File: src/rtl/bcs_pkg.sv
package bcs_pkg;
  localparam logic [3:0] CODE_MEM_RD      = 4'b0110;
  localparam logic [3:0] CODE_MEM_WR      = 4'b0111;
  localparam logic [3:0] CODE_MEM_RD_MULT = 4'b1100;
  localparam logic [3:0] CODE_MEM_RD_LINE = 4'b1110;
  localparam logic [3:0] CODE_DUAL_ADDR   = 4'b1101;

  typedef struct packed {
    logic [3:0]  code;
    logic [3:0]  first_code;
    logic        dac;
    logic [31:0] addr_lo;
    logic [31:0] addr_hi;
  } cmd_t;
endpackage

File: src/rtl/bcs_rst_sync.sv
module bcs_rst_sync #(
  parameter int STAGES = 2
) (
  input  logic clk,
  input  logic rst_n,
  output logic rst_sync_n
);
  logic [STAGES-1:0] chain_q;
  logic [STAGES-1:0] chain_d;

  always_comb chain_d = {chain_q[STAGES-2:0], 1'b1};

  always_ff @(posedge clk or negedge rst_n) begin
    if (!rst_n) chain_q <= '0;
    else        chain_q <= chain_d;
  end

  assign rst_sync_n = chain_q[STAGES-1];
endmodule

File: src/rtl/bcs_cmd_decode.sv
module bcs_cmd_decode #(
  parameter int CNT_W      = 13,
  parameter int WORD_BYTES = 4,
  parameter int LINE_BYTES = 32
) (
  input  logic             is_write,
  input  logic [CNT_W-1:0] count,
  output logic [3:0]       code,
  output logic             zero_count
);
  import bcs_pkg::*;
  localparam logic [CNT_W-1:0] WORD_LIM = CNT_W'(WORD_BYTES);
  localparam logic [CNT_W-1:0] LINE_LIM = CNT_W'(LINE_BYTES);

  always_comb begin
    zero_count = (count == '0);
    if (is_write)               code = CODE_MEM_WR;
    else if (count <= WORD_LIM) code = CODE_MEM_RD;
    else if (count <= LINE_LIM) code = CODE_MEM_RD_LINE;
    else                        code = CODE_MEM_RD_MULT;
  end
endmodule

File: src/rtl/bcs_addr_split.sv
module bcs_addr_split #(
  parameter int ADDR_W = 64
) (
  input  logic [ADDR_W-1:0] addr,
  output logic              dac,
  output logic [31:0]       lo,
  output logic [31:0]       hi
);
  generate
    if (ADDR_W > 32) begin : g_wide
      logic [63:0] wide;
      always_comb begin
        wide = 64'(addr);
        lo   = wide[31:0];
        hi   = wide[63:32];
        dac  = (wide[63:32] != 32'd0);
      end
    end else begin : g_narrow
      always_comb begin
        lo  = 32'(addr);
        hi  = 32'd0;
        dac = 1'b0;
      end
    end
  endgenerate
endmodule

File: src/rtl/bcs_out_stage.sv
module bcs_out_stage (
  input  logic          clk,
  input  logic          rst_n,
  input  logic          load,
  input  logic          load_zero,
  input  bcs_pkg::cmd_t load_cmd,
  input  logic          cmd_ready,
  output logic          cmd_valid,
  output logic          cmd_err,
  output bcs_pkg::cmd_t cmd_out
);
  import bcs_pkg::*;
  logic valid_q, valid_d;
  logic err_q, err_d;
  cmd_t cmd_q, cmd_d;
  logic cmd_en;

  always_comb begin
    valid_d = valid_q;
    err_d   = load && load_zero;
    cmd_en  = load && !load_zero;
    cmd_d   = load_cmd;
    if (load)           valid_d = !load_zero;
    else if (cmd_ready) valid_d = 1'b0;
  end

  always_ff @(posedge clk or negedge rst_n) begin
    if (!rst_n) begin
      valid_q <= 1'b0;
      err_q   <= 1'b0;
    end else begin
      valid_q <= valid_d;
      err_q   <= err_d;
    end
  end

  always_ff @(posedge clk or negedge rst_n) begin
    if (!rst_n)      cmd_q <= '0;
    else if (cmd_en) cmd_q <= cmd_d;
  end

  assign cmd_valid = valid_q;
  assign cmd_err   = err_q;
  assign cmd_out   = cmd_q;

  assert_hold_stable_R8: assert property (@(posedge clk) disable iff (!rst_n)
    (valid_q && !cmd_ready) |=> (valid_q && $stable(cmd_q)));
  assert_err_excl_R7: assert property (@(posedge clk) disable iff (!rst_n)
    err_q |-> !valid_q);
endmodule

File: src/rtl/bus_cmd_select.sv
module bus_cmd_select #(
  parameter int ADDR_W     = 64,
  parameter int CNT_W      = 13,
  parameter int WORD_BYTES = 4,
  parameter int LINE_BYTES = 32
) (
  input  logic              clk,
  input  logic              rst_n,
  input  logic              req_valid,
  output logic              req_ready,
  input  logic              req_write,
  input  logic [ADDR_W-1:0] req_addr,
  input  logic [CNT_W-1:0]  req_count,
  output logic              cmd_valid,
  input  logic              cmd_ready,
  output logic [3:0]        cmd_code,
  output logic [3:0]        cmd_first_code,
  output logic              cmd_dac,
  output logic [31:0]       cmd_addr_lo,
  output logic [31:0]       cmd_addr_hi,
  output logic              cmd_err
);
  import bcs_pkg::*;
  localparam logic [CNT_W-1:0] WORD_LIM = CNT_W'(WORD_BYTES);
  localparam logic [CNT_W-1:0] LINE_LIM = CNT_W'(LINE_BYTES);

  logic        rst_sync_n;
  logic        fire;
  logic [3:0]  dec_code;
  logic        dec_zero;
  logic        split_dac;
  logic [31:0] split_lo, split_hi;
  cmd_t        new_cmd, held_cmd;

  bcs_rst_sync #(.STAGES(2)) u_rst (
    .clk(clk), .rst_n(rst_n), .rst_sync_n(rst_sync_n));

  bcs_cmd_decode #(.CNT_W(CNT_W), .WORD_BYTES(WORD_BYTES), .LINE_BYTES(LINE_BYTES)) u_dec (
    .is_write(req_write), .count(req_count), .code(dec_code), .zero_count(dec_zero));

  bcs_addr_split #(.ADDR_W(ADDR_W)) u_split (
    .addr(req_addr), .dac(split_dac), .lo(split_lo), .hi(split_hi));

  always_comb begin
    new_cmd.code       = dec_code;
    new_cmd.dac        = split_dac;
    new_cmd.first_code = split_dac ? CODE_DUAL_ADDR : dec_code;
    new_cmd.addr_lo    = split_lo;
    new_cmd.addr_hi    = split_hi;
  end

  assign req_ready = rst_sync_n && (!cmd_valid || cmd_ready);
  assign fire      = req_valid && req_ready;

  bcs_out_stage u_out (
    .clk(clk), .rst_n(rst_sync_n), .load(fire), .load_zero(dec_zero),
    .load_cmd(new_cmd), .cmd_ready(cmd_ready), .cmd_valid(cmd_valid),
    .cmd_err(cmd_err), .cmd_out(held_cmd));

  assign cmd_code       = held_cmd.code;
  assign cmd_first_code = held_cmd.first_code;
  assign cmd_dac        = held_cmd.dac;
  assign cmd_addr_lo    = held_cmd.addr_lo;
  assign cmd_addr_hi    = held_cmd.addr_hi;

  assert_short_read_R1: assert property (@(posedge clk) disable iff (!rst_sync_n)
    (fire && !req_write && req_count != '0 && req_count <= WORD_LIM) |=> (cmd_valid && cmd_code == 4'b0110));
  assert_line_read_R2: assert property (@(posedge clk) disable iff (!rst_sync_n)
    (fire && !req_write && req_count > WORD_LIM && req_count <= LINE_LIM) |=> (cmd_valid && cmd_code == 4'b1110));
  assert_long_read_R3: assert property (@(posedge clk) disable iff (!rst_sync_n)
    (fire && !req_write && req_count > LINE_LIM) |=> (cmd_valid && cmd_code == 4'b1100));
  assert_write_R4: assert property (@(posedge clk) disable iff (!rst_sync_n)
    (fire && req_write && req_count != '0) |=> (cmd_valid && cmd_code == 4'b0111));
  assert_zero_reject_R7: assert property (@(posedge clk) disable iff (!rst_sync_n)
    (fire && req_count == '0) |=> (cmd_err && !cmd_valid));
  assert_busy_R8: assert property (@(posedge clk) disable iff (!rst_sync_n)
    (cmd_valid && !cmd_ready) |-> !req_ready);
  assert_reset_R9: assert property (@(posedge clk)
    !rst_sync_n |-> (!req_ready && !cmd_valid && !cmd_err));
endmodule

File: config.mk
export PLATFORM = sky130hd
export DESIGN_NAME = bus_cmd_select
export DESIGN_NICKNAME = d
export VERILOG_FILES = /design/src/rtl/bcs_pkg.sv /design/src/rtl/bcs_rst_sync.sv /design/src/rtl/bcs_cmd_decode.sv /design/src/rtl/bcs_addr_split.sv /design/src/rtl/bcs_out_stage.sv /design/src/rtl/bus_cmd_select.sv
export SDC_FILE = /design/constraint.sdc
export NUM_CORES = 1
export LEC_CHECK = 0
export BUFFER_PORTS_ARGS = -buffer_cell sky130_fd_sc_hd__buf_2
export CAP_MARGIN = 20
export CORE_MARGIN = 1
export CORE_UTILIZATION = 46
export DETAILED_ROUTE_END_ITERATION = 10
export GPL_TIMING_DRIVEN = 1
export PLACE_DENSITY = 0.8
export SYNTH_ARGS = -nofsm -noshare
export SYNTH_HDL_FRONTEND = slang
export SYNTH_SLANG_ARGS = --single-unit
File: constraint.sdc
create_clock -name clk -period 3.25 [get_ports clk]
set_clock_uncertainty 0.05 [all_clocks]
set_input_delay 0.4875 -clock clk [delete_from_list [all_inputs] [get_ports clk]]
set_output_delay 0.4875 -clock clk [all_outputs]
set_load 0.05 [all_outputs]
==> flow_metrics.py <==
metrics = {
    "timing": {
        "setup_tns_ns": 0,
        "worst_pin_slew_ns": 0.861,
        "holdWs_ns": 0.0819,
        "hold_viol_final": 0,
        "rsz0062_at_grt": "false",
        "max_slew_margin_pct": 42.6,
        "fmax_ghz": 0.487,
        "min_period_ns": 2.05,
        "setup_violations": 0,
        "period_share_pct": 63.2,
        "drv_slew": 0,
    },
    "grt": {
        "antenna_found_initial": 0,
        "overflow": 0,
        "grtUsageTotal_pct": 19.9,
        "grt_max_degree": 73,
        "grt_pass1_vias": 2227,
        "grt_pass1_wl_mm": 10.9,
    },
    "layout": {
        "multiInputGateArea_mm2": 0.00116,
        "post-route-util_pct": 64.9,
        "fin_nets": 443,
        "syn2layout_area_growth_pct": 32.4,
        "diodes": 0,
        "fillers": 525,
        "regArea_mm2": 0.00191,
        "layout-drive-gt1-share_pct": 67.1,
    },
    "route": {
        "firstDrtPassIters": 4,
        "vias_per_cell": 5.04,
        "vias": 2226,
        "route.detailed.drc": 0,
        "routedWlPerCell_um": 15.7,
        "wl_mm": 6.92,
        "dr.first_iter.drc_count": 68,
        "drtAntennaViolNets": 0,
    },
    "die": {
        "ioPinCount": 158,
        "start_util_pct": 49.0,
        "core_mm2": 0.00649,
        "die_w_um": 85.2,
        "die_y_um": 85.2,
        "fp-row-count": 29,
        "die_area_mm2": 0.00725,
    },
    "cts": {
        "cts_sinks": 76,
        "clk_path_buf_depth": 2,
        "cts_setup_buffers": 0,
        "postCtsHoldBufs": 1,
        "cts_tree": "built",
        "cts-root-buf": "clkbuf_8",
        "cts.htree.levels": 3,
        "clock_latency_ns": 0.33,
        "cts_resized": 0,
        "path_clk_slew_ns": 0.08,
        "cts_made_buffers": 9,
    },
    "pwr": {
        "power_leakage_uw": 0.00208,
        "p_int_uw": 1920,
        "switching_share_pct": 37.8,
        "power.share.combinational_pct": 34.4,
        "powerDensity_mw_per_mm2": 733,
        "ir_worst_vdd_mv": 0.364,
        "p_clk_share_pct": 27.2,
        "p_sw_uw": 1170,
        "power_frac_seq_pct": 38.4,
    },
    "run": {
        "cap_violations": 0,
    },
    "placement": {
        "hpwl_mm": 5.19,
        "place_congestion": 0.760,
        "portBuffers": 157,
    },
    "yosys": {
        "synth_edf_count": 0,
        "synthCells": 199,
        "yosysMostFrequentCell": "dfrtp_1",
        "synth_common_cells": "dfrtp_1, mux2_2, mux2_4, o21ai_0, nor4_1",
        "synth_ff_type": "dfrtp_1",
        "syn_area_mm2": 0.00318,
        "ys_seq_elements": 76,
        "syn_avg_cell_area_um2": 16.0,
        "yosysWarnings": 0,
        "yosysTopAreaCellShare_pct": 59.8,
        "yosysSeqAreaShare_pct": 59.8,
        "synth_nets": 281,
        "async_flop_share_pct": 100,
        "yosys-top-cells-area": "dfrtp_1, mux2_4, mux2_2",
        "yosysUniqueCellTypes": 30,
        "synth_area_leader_cell": "dfrtp_1",
    },
    "min_path": {
        "hp-class": "reg -> async",
    },
    "outcome": {
        "status": "finished, final reports clean",
    },
    "critical_path": {
        "worst_setup_path_start_kind": "flip-flop",
        "cp_max_fo": 39,
        "crit_arrival_ns": 2.22,
        "critPathCaptureType": "flip-flop",
        "cp.required_ns": 3.42,
        "critPathKind": "reg -> reg",
    },
}
## cell usage in the layout (no fill, tap or decap)
master	netlist	layout
mux2_2	33	33
and3_1	1	1
dlygate4sd3_1	0	1
nand3_4	1	1
clkinv_4	0	1
nor4_4	1	1
clkinvlp_4	0	2
a21bo_2	1	1
and4_1	1	1
or2_2	1	1
nand2b_1	1	1
nand4_1	3	3
a31oi_1	3	3
or2b_2	1	1
dfrtp_1	76	75
inv_1	2	2
nor2_8	1	1
dfrtp_4	0	1
nor4_1	8	8
nand2_1	2	2
conb_1	1	1
buf_2	0	157
mux2_4	28	28
a31o_2	1	1
and2_1	2	2
a21oi_1	2	2
o31ai_1	1	1
nor3_2	1	1
clkbuf_8	0	9
bufinv_16	0	3
buf_4	3	2
nor4_2	1	1
mux2_1	3	3
nor2_1	4	4
o21ai_0	10	10
## registers in the layout, indices dropped and copies added, names as in the netlist
register         cells
u_out.cmd_out       72
u_out.cmd_valid      1
u_out.cmd_err        1
u_rst.chain_q        2
## per-layer routing
layer  vias to the layer above  track usage, %  wire [um]  part of all wire [%]
li1                       1040               -          -                     -
met1                      1070            25.0       2960                    43
met2                       104            32.9       3370                    49
met5                         -               0          0                     0
met3                        12            4.86        485                   7.0
met4                         0            8.32        110                   1.6
## metrics by stage
stage | worst slack, ns | area, um2 | power (uW) | instances
after floorplan | 0.0150 | 3180 | 2000 | 199
after global placement | 1.03 | 3970 | 2240 | 426
after detailed placement | 0.935 | 3970 | 2270 | 426
after CTS | 1.21 | 4210 | 3120 | 442
after global routing | 1.13 | 4210 | 3220 | 442
final | 1.20 | 4210 | 3090 | 442
## cell families (layout without fill, tap and decap cells)
family,count (synthesis),after routing,share of synthesized area (%)
AOI/OAI and AO/OA,18,18,3.30
buffers and inverters,11,177,3.89
other,1,1,0.118
and+or+nand+nor,29,29,6.96
muxes,64,64,26.0
DFF,76,76,59.8
## worst paths after layout
check | from | end | slack (ns) | cells past startpoint
min | u_rst.chain_q[1] | u_out.cmd_out[67] | 0.08 | 0
max in group asynchronous | u_rst.chain_q[1] | u_out.cmd_out[33] | 2.02 | 1
min in group clk | u_rst.chain_q[0] | u_rst.chain_q[1] | 0.30 | 0
min reg2reg | u_rst.chain_q[1] | u_out.cmd_out[67] | 0.08 | 0
max reg2reg | u_out.cmd_valid | u_out.cmd_out[24] | 1.20 | 5
max | u_out.cmd_valid | u_out.cmd_out[24] | 1.20 | 5
## area by class of cell
type,count,area share [%]
multi-input combinational,112,27.4
timing repair buffer,160,19.2
clock inverter,6,2.70
inverter,2,0.178
tap,77,2.29
sequential,76,45.2
clock buffer,9,2.94
## worst max-delay path, cell delays in order (launching register included)
cell	delay, ns
dfrtp_1	0.37
or2b_2	0.35
and3_1	0.25
nand2_1	0.09
buf_4	0.40
mux2_2	0.40
## power by group through the flow
stage	sequential, uW	combinational (uW)	clock (uW)
6_report	1190	1060	840
3_5_place_dp	1200	1070	0
2_1_floorplan	1770	233	0
3_3_place_gp	1190	1050	0
4_1_cts	1190	1070	861
5_1_grt	1200	1110	907
(Power assumes the default switching activity.)
